==> src/rtl/spdot_pkg.sv <==
package spdot_pkg;

    localparam int OP_W = 8;

    typedef logic signed [OP_W-1:0] operand_t;

    typedef struct packed {
        operand_t w;
        operand_t a;
    } pair_t;

    typedef enum logic [1:0] {
        ST_LOAD  = 2'd0,
        ST_RUN   = 2'd1,
        ST_DRAIN = 2'd2,
        ST_EMIT  = 2'd3
    } eng_state_e;

    // Width that holds n full-scale signed products without overflow.
    function automatic int acc_width(input int n);
        return 2 * OP_W + $clog2(n + 1);
    endfunction

    // True when |v| < thr (thr unsigned; |-128| = 128).
    function automatic logic below_thr(input operand_t v, input logic [OP_W-1:0] thr);
        logic [OP_W:0] mag;
        mag = v[OP_W-1] ? ({1'b0, ~v} + 1'b1) : {1'b0, v};
        return mag < {1'b0, thr};
    endfunction

endpackage

==> src/rtl/spdot_clip.sv <==
module spdot_clip
    import spdot_pkg::*;
(
    input  pair_t              raw,
    input  logic [OP_W-1:0]    thr,
    output pair_t              clipped,
    output logic               has_zero
);
    always_comb begin
        clipped.w = below_thr(raw.w, thr) ? '0 : raw.w;
        clipped.a = below_thr(raw.a, thr) ? '0 : raw.a;
        has_zero  = (clipped.w == '0) || (clipped.a == '0);
    end
endmodule

==> src/rtl/spdot_rr_arb.sv <==
module spdot_rr_arb #(
    parameter int N_REQ = 2
) (
    input  logic             clk,
    input  logic             rst,
    input  logic [N_REQ-1:0] req,
    input  logic             take,
    output logic [N_REQ-1:0] grant,
    output logic             any
);
    localparam int PTR_W = (N_REQ > 1) ? $clog2(N_REQ) : 1;

    logic [PTR_W-1:0] ptr;
    logic [PTR_W-1:0] sel;

    always_comb begin
        int idx;
        logic [PTR_W-1:0] idx_w;
        grant = '0;
        any   = 1'b0;
        sel   = '0;
        for (int i = 0; i < N_REQ; i++) begin
            idx   = (int'(ptr) + i) % N_REQ;
            idx_w = PTR_W'(idx);
            if (!any && req[idx_w]) begin
                any         = 1'b1;
                grant[idx_w] = 1'b1;
                sel         = idx_w;
            end
        end
    end

    always_ff @(posedge clk) begin
        if (rst) begin
            ptr <= '0;
        end else if (take && any) begin
            ptr <= (sel == PTR_W'(N_REQ - 1)) ? '0 : sel + 1'b1;
        end
    end

    assert_grant_onehot_R3: assert property (@(posedge clk) disable iff (rst)
        $onehot0(grant));

    assert_grant_only_free_R3: assert property (@(posedge clk) disable iff (rst)
        (grant & ~req) == '0);

endmodule

==> src/rtl/spdot_mac_lane.sv <==
module spdot_mac_lane
    import spdot_pkg::*;
#(
    parameter int ACC_W   = 21,
    parameter int MAC_LAT = 3
) (
    input  logic                    clk,
    input  logic                    rst,
    input  logic                    clr,
    input  logic                    start,
    input  pair_t                   op,
    output logic                    free,
    output logic signed [ACC_W-1:0] acc
);
    localparam int CNT_W  = $clog2(MAC_LAT + 1);
    localparam int PROD_W = 2 * OP_W;

    logic [CNT_W-1:0]          cnt;
    logic signed [PROD_W-1:0]  prod;

    assign free = (cnt == '0);

    always_ff @(posedge clk) begin
        if (rst || clr) begin
            cnt  <= '0;
            prod <= '0;
            acc  <= '0;
        end else if (start) begin
            prod <= op.w * op.a;
            cnt  <= CNT_W'(MAC_LAT);
        end else if (cnt != '0) begin
            cnt <= cnt - 1'b1;
            if (cnt == CNT_W'(1)) begin
                acc <= acc + {{(ACC_W - PROD_W){prod[PROD_W-1]}}, prod};
            end
        end
    end

    // A lane must never be handed a pair while still busy.
    assert_lane_idle_on_start_R3: assert property (@(posedge clk) disable iff (rst)
        start |-> cnt == '0);

    // Accumulator is cleared only between vectors, when the lane is idle.
    assert_clear_when_idle_R4: assert property (@(posedge clk) disable iff (rst)
        clr |-> free && !start);

endmodule

==> src/rtl/spdot_tally.sv <==
module spdot_tally #(
    parameter int VEC_LEN = 16
) (
    input  logic clk,
    input  logic rst,
    input  logic clr,
    input  logic issue,
    input  logic skip,
    output logic last
);
    localparam int CW = $clog2(VEC_LEN + 1);

    logic [CW-1:0] n_issued;
    logic [CW-1:0] n_skipped;
    logic [CW:0]   seen;

    assign seen = {1'b0, n_issued} + {1'b0, n_skipped};
    assign last = (seen == (CW + 1)'(VEC_LEN - 1));

    always_ff @(posedge clk) begin
        if (rst || clr) begin
            n_issued  <= '0;
            n_skipped <= '0;
        end else begin
            n_issued  <= n_issued + CW'(issue);
            n_skipped <= n_skipped + CW'(skip);
        end
    end

    assert_single_kind_R2: assert property (@(posedge clk) disable iff (rst)
        !(issue && skip));

    assert_count_bound_R4: assert property (@(posedge clk) disable iff (rst)
        seen <= (CW + 1)'(VEC_LEN));

endmodule

==> src/rtl/sparse_dot_engine.sv <==
module sparse_dot_engine
    import spdot_pkg::*;
#(
    parameter int VEC_LEN = 16,
    parameter int LANES   = 2,
    parameter int MAC_LAT = 3,
    localparam int ACC_W  = acc_width(VEC_LEN)
) (
    input  logic                    clk,
    input  logic                    rst,
    input  logic [OP_W-1:0]         cfg_thresh,
    input  logic                    in_valid,
    output logic                    in_ready,
    input  logic signed [OP_W-1:0]  in_w,
    input  logic signed [OP_W-1:0]  in_a,
    output logic                    out_valid,
    input  logic                    out_ready,
    output logic signed [ACC_W-1:0] out_sum
);
    eng_state_e              state_q;
    logic [OP_W-1:0]         thr_q;
    pair_t                   raw_pair;
    pair_t                   clip_pair;
    logic                    pair_zero;
    logic [LANES-1:0]        lane_free;
    logic [LANES-1:0]        lane_grant;
    logic [LANES-1:0]        lane_start;
    logic                    lane_any;
    logic signed [ACC_W-1:0] lane_acc [LANES];
    logic signed [ACC_W-1:0] sum_all;
    logic signed [ACC_W-1:0] result_q;
    logic                    fire, fire_nz, fire_z, vec_last;
    logic                    in_load;

    assign raw_pair = '{w: in_w, a: in_a};
    assign in_load  = (state_q == ST_LOAD);

    spdot_clip u_clip (
        .raw      (raw_pair),
        .thr      (thr_q),
        .clipped  (clip_pair),
        .has_zero (pair_zero)
    );

    spdot_rr_arb #(.N_REQ(LANES)) u_arb (
        .clk   (clk),
        .rst   (rst),
        .req   (lane_free),
        .take  (fire_nz),
        .grant (lane_grant),
        .any   (lane_any)
    );

    assign in_ready = (state_q == ST_RUN) && (pair_zero || lane_any);
    assign fire     = in_valid && in_ready;
    assign fire_nz  = fire && !pair_zero;
    assign fire_z   = fire && pair_zero;
    assign lane_start = fire_nz ? lane_grant : '0;

    for (genvar g = 0; g < LANES; g++) begin : g_lane
        spdot_mac_lane #(.ACC_W(ACC_W), .MAC_LAT(MAC_LAT)) u_lane (
            .clk   (clk),
            .rst   (rst),
            .clr   (in_load),
            .start (lane_start[g]),
            .op    (clip_pair),
            .free  (lane_free[g]),
            .acc   (lane_acc[g])
        );
    end

    spdot_tally #(.VEC_LEN(VEC_LEN)) u_tally (
        .clk   (clk),
        .rst   (rst),
        .clr   (in_load),
        .issue (fire_nz),
        .skip  (fire_z),
        .last  (vec_last)
    );

    always_comb begin
        sum_all = '0;
        for (int i = 0; i < LANES; i++) begin
            sum_all = sum_all + lane_acc[i];
        end
    end

    always_ff @(posedge clk) begin
        if (rst) begin
            state_q  <= ST_LOAD;
            thr_q    <= '0;
            result_q <= '0;
        end else begin
            case (state_q)
                ST_LOAD: begin
                    thr_q   <= cfg_thresh;
                    state_q <= ST_RUN;
                end
                ST_RUN: begin
                    if (fire && vec_last) state_q <= ST_DRAIN;
                end
                ST_DRAIN: begin
                    if (&lane_free) begin
                        result_q <= sum_all;
                        state_q  <= ST_EMIT;
                    end
                end
                ST_EMIT: begin
                    if (out_ready) state_q <= ST_LOAD;
                end
                default: state_q <= ST_LOAD;
            endcase
        end
    end

    assign out_valid = (state_q == ST_EMIT);
    assign out_sum   = result_q;

    assert_zero_never_issued_R2: assert property (@(posedge clk) disable iff (rst)
        (in_valid && in_ready && pair_zero) |-> lane_start == '0);

    assert_nonzero_takes_one_lane_R3: assert property (@(posedge clk) disable iff (rst)
        (in_valid && in_ready && !pair_zero) |-> $onehot(lane_start));

    assert_no_input_outside_run_R4: assert property (@(posedge clk) disable iff (rst)
        (state_q != ST_RUN) |-> !in_ready);

    assert_out_hold_R6: assert property (@(posedge clk) disable iff (rst)
        (out_valid && !out_ready) |=> out_valid && $stable(out_sum));

    assert_thr_frozen_R7: assert property (@(posedge clk) disable iff (rst)
        (state_q != ST_LOAD) |=> $stable(thr_q));

endmodule

==> config.mk <==
export PLATFORM = sky130hd
export DESIGN_NAME = sparse_dot_engine
export DESIGN_NICKNAME = d
export VERILOG_FILES = /design/src/rtl/spdot_pkg.sv /design/src/rtl/spdot_clip.sv /design/src/rtl/spdot_rr_arb.sv /design/src/rtl/spdot_mac_lane.sv /design/src/rtl/spdot_tally.sv /design/src/rtl/sparse_dot_engine.sv
export SDC_FILE = /design/constraint.sdc
export NUM_CORES = 1
export LEC_CHECK = 0
export BUFFER_PORTS_ARGS = -buffer_cell sky130_fd_sc_hd__buf_4
export CORE_MARGIN = 2
export CORE_UTILIZATION = 60
export CTS_CLUSTER_SIZE = 14
export DETAILED_ROUTE_END_ITERATION = 12
export PLACE_DENSITY = 0.78
export SLEW_MARGIN = 15
export SYNTH_ARGS = -nofsm -noshare
export SYNTH_HDL_FRONTEND = slang
export SYNTH_SLANG_ARGS = --single-unit
==> constraint.sdc <==
create_clock -name clk -period 8.2 [get_ports clk]
set_input_delay 0.41 -clock clk [delete_from_list [all_inputs] [get_ports clk]]
set_output_delay 0.41 -clock clk [all_outputs]
set_load 0.02 [all_outputs]
==> out/results.tsv <==
stage	metric	value	unit
yosys	syn_area_per_cell	8.21	um2
worst_setup_path	startpoint types	input port	
global_route	initial antenna violation count	0	
routing	drt wl/cell	15.2	um
finish	share of post-route cells with drive strength above 1	7.63	%
yosys	YS warnings	0	
finish	Finished Layout Cells	1517	
cts	CTS sink count	120	
routing	Met2 Wirelength	11000	um
yosys	Cell variety after synth	54	
yosys	FFs w/ async S/R, synth	0	%
yosys	Post-synth top flop	dfxtp_1	
cts	clock latency on the worst-skew pair	420	ps
routing	Metal-1 WL	10400	um
power_and_ir_drop	Worst IR Drop VDD	0.256	mV
job	maxcap violations	0	
timing	Tmin final	6470	ps
finish	Antenna Cells	0	
timing	Worst Max-Slew Pin Slew	948	ps
routing	Routed WL	23000	um
timing	Final Skew	12.1	ps
global_route	Total Routing Usage GR	26.9	%
cts	clock transition at the registers of the reported paths	60	ps
floorplanning	Rows	47	
outcome	outcome	completed	
floorplanning	Die W	135	um
place	DPL Wire Length	17500	um
yosys	top-count cell post-synth	nand2_1	
finish	nets@finish	1493	
hold_path	Hold Crit Class	in -> reg	
power_and_ir_drop	Leak Pwr	5.34	nW
timing	RSZ-0062 raised after global routing	false	
worst_setup_path	worst flop-to-flop path startpoint	thr_q[1]	
timing	period utilization	78.9	%
worst_setup_path	CP arrival	6740	ps
floorplanning	Initial Util	61.6	%
worst_setup_path	CP endpoint kind	register	
routing	DRT iter0 DRCs	543	
cts	H-tree levels	4	
cts	CTS tree	built	
place	Buffers on Ports	50	
worst_setup_path	R2R Path End	g_lane[1].u_lane.prod[15]	
floorplanning	die height	135	um
worst_setup_path	worst-case reg-to-reg path depth	26	
routing	DRC	0	
cts	Hold Buf Count CTS	0	
place	GP Congestion	0.916	
global_route	largest net degree at the start of global routing	84	
place	cell total after placement	1485	
cts	CTS root buf	clkbuf_16	
hold_path	hold_sp	cfg_thresh[2]	
floorplanning	total I/O pin count	51	
cts	Resized cells post-CTS	0	
yosys	leading post-synthesis cells by cell area	dfxtp_1 (23%), ha_1 (15%), fa_1 (12%)	
worst_setup_path	Max FO, Critical Path	16	
hold_path	Min-Delay Endpoint	thr_q[2]	
global_route	total grt overflow	0	
global_route	first-pass GRT wire length	39300	um
yosys	syn_nets	1458	
timing	final hold vios	0	
routing	DR top layer	met4	
yosys	post-synth design cell area	0.0103	mm2
routing	First-pass DRT Iterations	7	
hold_path	depth of the worst hold-timing path	3	
floorplanning	Core Box Area	0.0166	mm2
yosys	post-synth top area share	23.4	%
yosys	Commonest cells post-synth	nand2_1 (149), nor2_1 (147), ha_1 (121), dfxtp_1 (120), inv_1 (120)	
timing	Max transition margin	36.6	%
routing	Via density	5.67	
yosys	Post-synth EDFFs	0	
floorplanning	die area	0.0182	mm2
routing	Routed Antenna Nets	0	
yosys	largest area contributor in the netlist	dfxtp_1	
cts	CTS Buf Count	17	
finish	Area growth syn-to-layout	11.0	%
cts	setup repair bufs after CTS	0	
yosys	sequential fraction of the synthesis area	23.4	%
timing	Final Max Tran Viols	0	
routing	met3 WL	1100	um
worst_setup_path	Crit Path Class	in -> reg	
yosys	FF+latch count, synth	120	
worst_setup_path	r2r setup slk	1910	ps
timing	Setup Total Neg Slack	0	ps
cts	Clock Path Buffers	2	
worst_setup_path	Required @ worst endpoint	8470	ps
yosys	Syn Inst Count	1249	
power_and_ir_drop	pwr dens	232	mW/mm2
timing	fmax	154	MHz
routing	via count	8600	
global_route	vias in the first global route	8396	
timing	final setup vio count	0	
[stage by stage]
stage                     setup WS, ps  util [%]  instance area [um2]  power (mW)  hold WS [ps]
after global routing              1170      68.4                11400        2.86           224
after CTS                         1720      68.4                11400        2.64           216
final                             1730      68.4                11400        2.64           229
after floorplan                   1800         -                10300        1.56           441
after detailed placement          1290      64.7                10800        1.87           444
after global placement            1410      64.7                10800        1.83           441
[flip-flops by register name, indices dropped and copies added (netlist names), named ones only]
name                cells
g_lane.u_lane.prod     32
u_tally.n_issued        5
state_q                 2
g_lane.u_lane.acc      42
u_tally.n_skipped       5
thr_q                   8
out_sum                21
g_lane.u_lane.cnt       4
[worst max path at each step]
stage | startpoint | end | slack, ps | depth (start not counted)
CTS | in_a[2] | g_lane[1].u_lane.prod[15] | 1720 | 27
detailed placement | in_a[2] | g_lane[1].u_lane.prod[15] | 1290 | 27
finish | in_a[2] | g_lane[1].u_lane.prod[15] | 1730 | 28
global route | in_a[2] | g_lane[1].u_lane.prod[15] | 1170 | 27
global placement | in_a[2] | g_lane[1].u_lane.prod[15] | 1410 | 27
floorplan | in_w[2] | g_lane[1].u_lane.prod[15] | 1800 | 28
[where the power goes]
part,total [mW],switching (mW),internal (mW)
Combinational,1.25,0.771,0.475
Sequential,0.623,0.0152,0.608
Clock,0.771,0.284,0.487
Total,2.64,1.07,1.57
[metal layers]
| layer | global-route usage, % | vias up |
|---|---|---|
| li1 | - | 4308 |
| met1 | 34.8 | 4059 |
| met2 | 45.0 | 191 |
| met3 | 5.93 | 42 |
| met4 | 8.25 | 0 |
| met5 | 0 | - |
[area by class of cell]
class	count	area (um2)
multi-input cells	969	7220
fillers	1392	5260
flip-flops and latches	120	2400
inverters	120	450
clock buffers	18	439
repair buffers	56	420
well taps	220	275
clock inverters	14	176
[cells by family after synthesis]
family,count (synthesis),synth area share (%)
mux,41,4.01
compound gates,251,15.2
simple gates,420,18.3
fa+ha+maj,181,26.5
flops,120,23.4
buf+inv,160,6.15
xor+xnor,76,6.49
[cells in the final DEF, fill, tap and decap left out, types with 18 or more instances in the layout]
cell type and n:
nor2_1 147, ha_1 121, xor2_1 21, nand2_1 149, dfxtp_1 120, a21oi_1 110
xnor2_1 55, inv_1 120, mux2i_1 40, o21ai_0 33, a21o_1 28, buf_4 56
nand3_1 24, nand2b_1 18, fa_1 60
[critical path, cell delays in order]
cell,delay [ps]
buf_4,140
or3_1,370
or3_1,340
nand2_1,100
xnor2_1,70
ha_1,270
o21ai_0,90
o21a_1,220
nor2_1,120
buf_4,210
nand2_1,190
inv_1,150
nand2_1,90
fa_1,510
fa_1,540
inv_1,50
fa_1,530
inv_1,50
fa_1,530
inv_1,40
ha_1,320
nor2b_1,150
o41ai_1,350
o21ai_0,200
o41ai_1,330
xnor2_1,150
mux2i_1,150
nor2_1,50
No activity file was read; power rests on OpenSTA's default activity.
